## config.mk

```make
export PLATFORM = sky130hd
export DESIGN_NAME = spitx_path
export DESIGN_NICKNAME = d
export VERILOG_FILES = /design/src/rtl/spitx_pkg.sv /design/src/rtl/spitx_rstsync.sv /design/src/rtl/spitx_store.sv /design/src/rtl/spitx_flag.sv /design/src/rtl/spitx_feed.sv /design/src/rtl/spitx_path.sv
export SDC_FILE = /design/constraint.sdc
export NUM_CORES = 1
export LEC_CHECK = 0
export CAP_MARGIN = 20
export CORE_AREA = 3 3 84 126
export CTS_CLUSTER_DIAMETER = 60
export DETAILED_ROUTE_END_ITERATION = 7
export DIE_AREA = 0 0 87 129
export PLACE_DENSITY = 0.66
export RECOVER_POWER = 50
export SETUP_SLACK_MARGIN = 0.3
export SLEW_MARGIN = 10
export SYNTH_ARGS = -nofsm -noshare
export SYNTH_HDL_FRONTEND = slang
export SYNTH_SLANG_ARGS = --single-unit
```

## constraint.sdc

```tcl
create_clock -name clk -period 4.05 [get_ports clk]
set_input_delay 0.81 -clock clk [delete_from_list [all_inputs] [get_ports clk]]
set_output_delay 0.81 -clock clk [all_outputs]
set_load 0.01 [all_outputs]
```

## src/rtl/spitx_pkg.sv

```systemverilog
package spitx_pkg;

  typedef enum logic {
    TXM_SINGLE = 1'b0,
    TXM_QUEUE  = 1'b1
  } txmode_e;

endpackage

```

## src/rtl/spitx_rstsync.sv

```systemverilog
module spitx_rstsync (
  input  logic clk,
  input  logic rst_n,
  output logic rst_sync_n
);

  logic meta_q;
  logic hold_q;

  always_ff @(posedge clk or negedge rst_n) begin
    if (!rst_n) begin
      meta_q <= 1'b0;
      hold_q <= 1'b0;
    end else begin
      meta_q <= 1'b1;
      hold_q <= meta_q;
    end
  end

  assign rst_sync_n = hold_q;

endmodule

```

## src/rtl/spitx_store.sv

```systemverilog
module spitx_store
  import spitx_pkg::*;
#(
  parameter int unsigned W     = 16,
  parameter int unsigned DEPTH = 4
) (
  input  logic         clk,
  input  logic         rst_n,
  input  txmode_e      mode,
  input  logic         push,
  input  logic [W-1:0] din,
  input  logic         pop,
  output logic [W-1:0] head,
  output logic         full,
  output logic         nonempty,
  output logic         last
);

  localparam int unsigned PW = (DEPTH > 1) ? $clog2(DEPTH) : 1;
  localparam int unsigned CW = $clog2(DEPTH + 1);

  logic [PW-1:0] wr_ptr_q, wr_ptr_d;
  logic [PW-1:0] rd_ptr_q, rd_ptr_d;
  logic [CW-1:0] cnt_q, cnt_d;
  logic [W-1:0]  ent [DEPTH];

  function automatic logic [PW-1:0] bump(input logic [PW-1:0] p);
    bump = (p == PW'(DEPTH - 1)) ? '0 : p + 1'b1;
  endfunction

  always_comb begin
    wr_ptr_d = push ? bump(wr_ptr_q) : wr_ptr_q;
    rd_ptr_d = pop  ? bump(rd_ptr_q) : rd_ptr_q;
    cnt_d    = cnt_q;
    case ({push, pop})
      2'b10:   cnt_d = cnt_q + 1'b1;
      2'b01:   cnt_d = cnt_q - 1'b1;
      default: cnt_d = cnt_q;
    endcase
  end

  always_ff @(posedge clk or negedge rst_n) begin
    if (!rst_n) begin
      wr_ptr_q <= '0;
      rd_ptr_q <= '0;
      cnt_q    <= '0;
    end else begin
      if (push) wr_ptr_q <= wr_ptr_d;
      if (pop)  rd_ptr_q <= rd_ptr_d;
      if (push != pop) cnt_q <= cnt_d;
    end
  end

  for (genvar i = 0; i < DEPTH; i++) begin : g_ent
    logic         sel;
    logic [W-1:0] ent_q;
    assign sel = push && (wr_ptr_q == PW'(i));
    always_ff @(posedge clk or negedge rst_n) begin
      if (!rst_n) begin
        ent_q <= '0;
      end else if (sel) begin
        ent_q <= din;
      end
    end
    assign ent[i] = ent_q;
  end

  assign head     = ent[rd_ptr_q];
  assign nonempty = (cnt_q != '0);
  assign last     = (cnt_q == CW'(1));
  assign full     = (mode == TXM_QUEUE) ? (cnt_q == CW'(DEPTH)) : nonempty;

  // occupancy never passes the queue size
  assert_count_cap_R8: assert property (@(posedge clk) disable iff (!rst_n)
    cnt_q <= CW'(DEPTH));

  // single-slot mode keeps at most one word
  assert_single_hold_R8: assert property (@(posedge clk) disable iff (!rst_n)
    (mode == TXM_SINGLE) |-> (cnt_q <= CW'(1)));

  // the feeder never takes a word from an empty store
  assert_no_underflow_R11: assert property (@(posedge clk) disable iff (!rst_n)
    pop |-> (cnt_q != '0));

endmodule

```

## src/rtl/spitx_flag.sv

```systemverilog
module spitx_flag
  import spitx_pkg::*;
(
  input  logic    clk,
  input  logic    rst_n,
  input  txmode_e mode,
  input  logic    dma_en,
  input  logic    stat_rd,
  input  logic    push,
  input  logic    pop,
  input  logic    last,
  input  logic    dma_done,
  output logic    empty,
  output logic    armed
);

  logic empty_q, empty_d;
  logic armed_q, armed_d;
  logic drained;
  logic clr;

  always_comb begin
    drained = pop && last && !push;
    clr     = dma_en ? dma_done : push;
    empty_d = empty_q;
    if (drained) begin
      empty_d = 1'b1;
    end else if (clr) begin
      empty_d = 1'b0;
    end
    armed_d = armed_q;
    if (push) begin
      armed_d = 1'b0;
    end else if (stat_rd && empty_q && (mode == TXM_SINGLE)) begin
      armed_d = 1'b1;
    end
  end

  always_ff @(posedge clk or negedge rst_n) begin
    if (!rst_n) begin
      empty_q <= 1'b1;
      armed_q <= 1'b0;
    end else begin
      if (drained || clr) empty_q <= empty_d;
      if (push || stat_rd) armed_q <= armed_d;
    end
  end

  assign empty = empty_q;
  assign armed = armed_q;

  // a write taken without DMA drops the flag next cycle
  assert_write_clears_R3: assert property (@(posedge clk) disable iff (!rst_n)
    (push && !dma_en) |=> !empty_q);

  // moving the final staged word out raises the flag next cycle
  assert_drain_sets_R5: assert property (@(posedge clk) disable iff (!rst_n)
    (pop && last && !push) |=> empty_q);

  // with DMA on, a write alone never lowers the flag
  assert_dma_write_keeps_R10: assert property (@(posedge clk) disable iff (!rst_n)
    (dma_en && push && !dma_done && empty_q) |=> empty_q);

endmodule

```

## src/rtl/spitx_feed.sv

```systemverilog
module spitx_feed
  import spitx_pkg::*;
#(
  parameter int unsigned W = 16
) (
  input  logic         clk,
  input  logic         rst_n,
  input  txmode_e      mode,
  input  logic         sh_busy,
  input  logic         sh_done,
  input  logic         nonempty,
  input  logic [W-1:0] head,
  output logic         pop,
  output logic         sh_load,
  output logic [W-1:0] sh_data
);

  logic         ready;
  logic         again;
  logic         have_q, have_d;
  logic [W-1:0] last_q, last_d;

  always_comb begin
    ready   = !sh_busy || sh_done;
    pop     = ready && nonempty;
    again   = (mode == TXM_SINGLE) && sh_done && !nonempty && have_q;
    sh_load = pop || again;
    sh_data = pop ? head : last_q;
    last_d  = head;
    have_d  = 1'b1;
  end

  always_ff @(posedge clk or negedge rst_n) begin
    if (!rst_n) begin
      have_q <= 1'b0;
      last_q <= '0;
    end else if (pop) begin
      have_q <= have_d;
      last_q <= last_d;
    end
  end

  // loads only when the shifter can accept one
  assert_load_ready_R11: assert property (@(posedge clk) disable iff (!rst_n)
    sh_load |-> (!sh_busy || sh_done));

  // queue mode never repeats a word
  assert_queue_no_repeat_R6: assert property (@(posedge clk) disable iff (!rst_n)
    (sh_load && (mode == TXM_QUEUE)) |-> nonempty);

endmodule

```

## src/rtl/spitx_path.sv

```systemverilog
module spitx_path
  import spitx_pkg::*;
#(
  parameter int unsigned WORD_W     = 16,
  parameter int unsigned FIFO_DEPTH = 4
) (
  input  logic              clk,
  input  logic              rst_n,
  input  logic              fifo_mode,
  input  logic              dma_en,
  input  logic              stat_rd,
  input  logic              wr_en,
  input  logic [WORD_W-1:0] wr_data,
  input  logic              dma_done,
  input  logic              sh_busy,
  input  logic              sh_done,
  output logic              sh_load,
  output logic [WORD_W-1:0] sh_data,
  output logic              tx_empty,
  output logic              dma_req
);

  txmode_e           mode;
  logic              rst_s_n;
  logic              push;
  logic              pop;
  logic              full;
  logic              nonempty;
  logic              last;
  logic              armed;
  logic              empty;
  logic [WORD_W-1:0] head;

  assign mode = txmode_e'(fifo_mode);

  spitx_rstsync u_rst (
    .clk        (clk),
    .rst_n      (rst_n),
    .rst_sync_n (rst_s_n)
  );

  assign push = wr_en && !full && ((mode == TXM_QUEUE) || dma_en || armed);

  spitx_store #(
    .W     (WORD_W),
    .DEPTH (FIFO_DEPTH)
  ) u_store (
    .clk      (clk),
    .rst_n    (rst_s_n),
    .mode     (mode),
    .push     (push),
    .din      (wr_data),
    .pop      (pop),
    .head     (head),
    .full     (full),
    .nonempty (nonempty),
    .last     (last)
  );

  spitx_flag u_flag (
    .clk      (clk),
    .rst_n    (rst_s_n),
    .mode     (mode),
    .dma_en   (dma_en),
    .stat_rd  (stat_rd),
    .push     (push),
    .pop      (pop),
    .last     (last),
    .dma_done (dma_done),
    .empty    (empty),
    .armed    (armed)
  );

  spitx_feed #(
    .W (WORD_W)
  ) u_feed (
    .clk      (clk),
    .rst_n    (rst_s_n),
    .mode     (mode),
    .sh_busy  (sh_busy),
    .sh_done  (sh_done),
    .nonempty (nonempty),
    .head     (head),
    .pop      (pop),
    .sh_load  (sh_load),
    .sh_data  (sh_data)
  );

  assign tx_empty = empty;
  assign dma_req  = dma_en && empty;

  // an unarmed single-slot write without DMA never lands in the store
  assert_unarmed_dropped_R2: assert property (@(posedge clk) disable iff (!rst_s_n)
    (wr_en && (mode == TXM_SINGLE) && !dma_en && !armed && !nonempty) |=> !nonempty || $past(sh_load));

endmodule

```

# Word-level counts from Yosys, hierarchy flattened
# Cells that the tools add are included.
[classes] div_mod_pow=0 n_reduce_logical=33 n_bitwise=2 n_addsub=4 order_cmp=1 multipliers=0 n_shift=0 muxes=13 eq_ne=9
[ops] cell="16-bit two-way mux" count=3
[ops] cell="16-bit binary-select mux with 2-bit select" count=1
[ops] cell="1-bit logical AND" count=15
[ops] cell="2-bit equality test (second input constant)" count=4
[ops] cell="1-bit logical OR" count=6
[ops] cell="1-bit two-way mux" count=6
[ops] cell="3-bit case mux with 2 select lines" count=1
[ops] cell="2-bit AND reduction" count=3
[ops] cell="2-bit nonzero test" count=3
[ops] cell="2-bit by 1-bit adder with 2-bit output (second input constant)" count=2
[ops] cell="2-bit by 1-bit equality test with 1-bit output (second input constant)" count=2
[ops] cell="1-bit zero test" count=4
[ops] cell="2-bit two-way mux" count=2
[ops] cell="3-bit by 1-bit adder with 3-bit output (second input constant)" count=1
[ops] cell="3-bit by 1-bit equality test with 1-bit output (second input constant)" count=1
[ops] cell="3-bit equality test (second input constant)" count=1
[ops] cell="3-bit greater-or-equal comparator (second input constant)" count=1
[ops] cell="2-bit NOT with 3-bit output" count=1
[ops] cell="3-bit nonzero test" count=1
[ops] cell="3-bit by 1-bit subtractor with 3-bit output (second input constant)" count=1
[ops] cell="2-bit zero test" count=1
[ops] cell="1-bit != test" count=1
[ops] cell="1-bit NOT" count=1
[totals] romBits=0 latch_bits=0 ramBits=0 memories=0 inputBits=25 register_bits=92 out_inout_bits=19 word_cells=75

# Logic depth before layout (Yosys ltp)
[logic_depth] depth_word=9 ltp_mapped=9 ltp_nobuf=8

# Hierarchy
# A second synthesis with hierarchy kept.
[unflattened] hier_cells=253 hier_area_um2=4324.1
[by_module_without_submodules] mod="spitx_store" area_per_inst_um2=3452.1 n_inst=1 seq_area_each_um2=1776.7 cells_each=198
[by_module_without_submodules] mod="spitx_feed" area_per_inst_um2=690.7 n_inst=1 seq_area_each_um2=425.4 cells_each=40
[by_module_without_submodules] mod="spitx_flag" area_per_inst_um2=97.6 n_inst=1 seq_area_each_um2=51.3 cells_each=9
[by_module_without_submodules] mod="spitx_rstsync" area_per_inst_um2=53.8 n_inst=1 seq_area_each_um2=50.0 cells_each=3
[by_module_without_submodules] mod="spitx_path" area_per_inst_um2=30.0 n_inst=1 seq_area_each_um2=0.0 cells_each=3

# Least setup slack after synthesis
# No wires, ideal clock.
[synth_timing] kind="input -> output" start="input sh_busy" end="output sh_data[0]" path_stages=5 n_path_buf=1 arrival_time_ns=1.556 required_time_ns=3.240 setup_slack_ns=1.684 cell_sequence="inv_1 > o2bb2ai_1 > inv_1 > buf_2 > mux2_2"
[synth_between] elab_chain_len=4
[synth_lines] element="from (decl)" line_no="spitx_path.sv:15" source="input logic sh_busy,"
[synth_lines] element="1-bit zero test" line_no="spitx_feed.sv:24" source="ready = !sh_busy || sh_done;"
[synth_lines] element="1-bit logical OR" line_no="spitx_feed.sv:24"
[synth_lines] element="1-bit logical AND" line_no="spitx_feed.sv:25" source="pop = ready && nonempty;"
[synth_lines] element="16-bit two-way mux"
[synth_lines] element="to (decl)" line_no="spitx_path.sv:18" source="output logic [WORD_W-1:0] sh_data,"
# No other way between the ends.

# Worst setup path in the final report
[layout_timing] start="input sh_busy" end="output sh_data[15]"
# Same word-level chain as after synthesis.

==> summary.md <==
The area share of the largest cell type after synthesis is 53.0%, and the count of nets after finishing is 333. The first TritonRoute pass finished after 4 iterations. The filler-free cell count of the finished design was 418; the post-synthesis instance area was 4300 um2. Counting flops and latches in the post-synthesis netlist gives 92.

The most instantiated library cell after synthesis was dfrtp_1. Synthesis produced a netlist with a net count of 286. Setup repair after global routing left no endpoint under its margin. In this run the number of H-tree levels came out at 3. The die is 87 um wide. The critical path contains buffers and inverters numbering 5 combined.

Summed over all cells, the static leakage comes to 2.31 nW. The clock net in this run drives a total of 92 sinks. The via count of the first global-routing pass is 2411. In this run the number of cells on the critical path is 7. The final reports fail on capacitance limit, slew limit. The post-detailed-routing wire length was 7550 um; the die footprint was 11200 um2. The run finished, with violations left. Synthesis handed over a netlist of 251 instances.

The commonest cells after synthesis are 91 x dfrtp_1, 44 x mux2_2, 40 x mux2_4. The most critical setup path has its endpoint at sh_data[15]. The required time of the critical path is 3.24 ns, and the post-detailed-route via-to-cell ratio is 5.28. The slowest stage of the critical path is the dlygate4sd3_1 cell. Including well taps, the total number of placed cells is 402.

The largest stage delay on the critical path is 0.53 ns, and the top achievable clock speed is 277 MHz. Measured along the y axis, the die boundary spans 129 um. The tools report the number of standard-cell rows in the floorplan as 44. The worst reg2reg path depth is 1, and the count of fill cells added during filler insertion is 784. For the largest voltage drop on the vdd net, the log shows 447 uV. The quantity of I/O buffers inserted on ports was 43; the post-route clock period utilization was 89.2%. Global routing used 14.9% of the available tracks across all layers. The tools report the element type at the critical path end as a primary output.

TritonCTS built the clock tree. The number of hold buffers added after CTS was 0. By startpoint and endpoint, the worst setup path is classified as input pin to primary output.

Yosys mapped a number of flops with a built-in enable equal to 0. The sequential element share of the synthesized area came out at 53.6%. Clock-pin slew was measured on the worst setup and hold paths at 0.06 ns. For the worst hold slack, the log shows 0.357 ns. The tools report the aggregate global routing overflow as 0. The run gives 2 as the maximum clock path buffer count. Each instance of the synthesized netlist takes up on average 17.1 um2.

Along the worst hold path, the cell count comes to 0. The final weighted congestion in routability-driven placement is 0.721. The number of pins with negative max-slew slack in the final report was 68. After synthesis, the cell types taking the most area are dfrtp_1 53%, mux2_4 14%, mux2_2 12%, mux4_2 5.8%, mux4_1 3.1%.

The dominant register cell in the synthesized netlist is dfrtp_1. The number of CTS-inserted buffers is 9. The most critical setup path has its startpoint at sh_busy.

After detailed routing, the number of remaining DRC violations is 0. Adding up every negative setup slack in the final design gives 0 ns. Setup violations remaining at the end of the flow were counted as 0. For the max-cap check violation count, the log shows 1.

The run gives 12600 um as the wire length of the first global-routing pass. In this run the critical register-to-register path is captured at u_store.g_ent[1].ent_q[12]$_DFFE_PN0P_. The total power divided by cell area was 848 nW/um2.

Once layout is done, the placed cells without fillers occupy 5070 um2. The final hold violation count was 0; the tightest slew margin relative to the limit was -74.8%. The cell taking the most area after synthesis is dfrtp_1. The tools report the total cell area at the placement stage as 4800 um2. The region available for standard cell placement spans 9630 um2.

The worst-margin pin slew is 2.62 ns. The area added between synthesis and finish is 18.1%. The detailed router finished its first iteration with 55 violations. The launching element type of the critical path was an input pin.

Across all register-to-register paths, the minimum setup slack is 1.18 ns. Once detailed placement completed, the half-perimeter wirelength came to 5050 um. The run gives 2207 as the overall via count from detail_route.

Clock tree synthesis selected as its root buffer the cell clkbuf_16. The initial antenna violation count is 0, and the time the worst path needs with I/O delays and setup is 3.61 ns. In this run the most critical hold path is launched from u_rst.meta_q$_DFF_PN0_. The number of diodes added for antenna fixing was 0; the number of primary I/O pins was 44. After detailed routing, the average wire length per cell comes to 18.1 um. The worst path arrival time is 2.80 ns.

The initial core utilization came out at 44.6%. The largest net degree at the start of global routing came out at 68. Beginning of the worst register-to-register path: u_rst.rst_sync_n$_DFF_PN0_.

The worst hold path belongs to the class flop to flop. Walking the worst path, the cells encountered are dlygate4sd3_1 -> inv_1 -> o2bb2ai_1 -> inv_2 -> buf_4 -> mux2_2 -> clkdlybuf4s50_1. The total number of yosys warnings is 0. In this design, the largest share of critical-path delay is due to buffers and inverters. The post-detailed-route count of antenna-violating nets is 0, and the worst-skew pair later-pin latency is 0.34 ns. Between clock sinks in the finished design, the worst skew comes to 0.00688 ns.

The largest driver fanout on the critical path works out to 12. Of all flip-flops after synthesis, the portion carrying an async set or reset was 100%. Yosys mapped the design onto 29 distinct sky130hd cell types.

Of the cells placed in the final design, the portion with a size suffix greater than 1 is 38.6%.
[cell type report]
class	count	area (um2)	share of cell area [%]
clock inverters	2	10.0	0.197
flip-flops and latches	92	2300	45.4
multi-input cells	139	1860	36.6
inverters	8	30.0	0.592
repair buffers	48	465	9.18
clock buffers	14	264	5.20
well taps	115	144	2.84
[through the flow]
| stage | power, mW | utilization (%) | worst slack (ns) |
|---|---|---|---|
| 2_1_floorplan | 2.98 | - | 1.30 |
| 3_3_place_gp | 3.54 | 49.9 | 0.385 |
| 3_5_place_dp | 3.58 | 49.9 | 0.345 |
| 4_1_cts | 4.37 | 52.7 | 0.335 |
| 5_1_grt | 4.59 | 52.6 | 0.292 |
| 6_report | 4.30 | 52.6 | 0.439 |
[power by group]
part / switching [mW] / internal (mW)
Combinational: 0.649 / 1.22
Sequential: 0.277 / 1.38
Clock: 0.324 / 0.448
[kinds of logic after synthesis]
family | Yosys count | share of synthesized area [%]
compound gates | 14 | 3.90
flops | 92 | 53.6
xor+xnor | 3 | 0.612
simple gates | 10 | 1.11
fa+ha+maj | 10 | 2.91
mux | 101 | 34.6
other cells | 1 | 0.0873
buf+inv | 20 | 3.17
[metal layers]
metal | global-route usage (%) | up-vias | part of all wire, %
met5 | 0 | - | 0
met4 | 6.61 | 0 | 1.7
met3 | 3.14 | 10 | 2.3
met2 | 23.4 | 27 | 51
met1 | 19.6 | 1158 | 45
li1 | - | 1012 | -
[timing repair]
action                                  in CTS  in global routing
endpoints found under the setup margin       0                 10
resized for setup                            0                  1
buffers inserted                             0                  0
[flip-flops by register name (all words and copies together), names as in the netlist, 2 cells and up]
name                 flops
u_store.g_ent.ent_q     64
u_feed.last_q           16
u_store.cnt_q            3
u_store.rd_ptr_q         2
u_store.wr_ptr_q         2
[layout by cell type, fill, tap and decap left out, types with 2 or more instances in the layout]
cell type / n
o211ai_4: 4
mux2_1: 4
nand2_1: 3
o21a_1: 2
mux4_2: 11
clkinv_2: 2
mux4_1: 5
ha_1: 10
clkbuf_8: 2
clkbuf_1: 3
mux2_4: 40
xnor2_1: 3
dlygate4sd3_1: 2
nor2_1: 4
buf_4: 4
mux2_2: 40
clkbuf_16: 9
inv_1: 7
dfrtp_1: 91
o21ai_0: 3
clkdlybuf4s50_1: 41
[how the worst min path moves through the flow]
stage	end	slack (ns)
3_5_place_dp	u_rst.rst_sync_n$_DFF_PN0_	0.34
6_report	u_rst.rst_sync_n$_DFF_PN0_	0.36
3_3_place_gp	u_rst.rst_sync_n$_DFF_PN0_	0.34
5_1_grt	u_rst.rst_sync_n$_DFF_PN0_	0.38
4_1_cts	u_rst.rst_sync_n$_DFF_PN0_	0.37
2_1_floorplan	u_rst.rst_sync_n$_DFF_PN0_	0.33
Note: power is estimated with default switching activity, not from simulation.
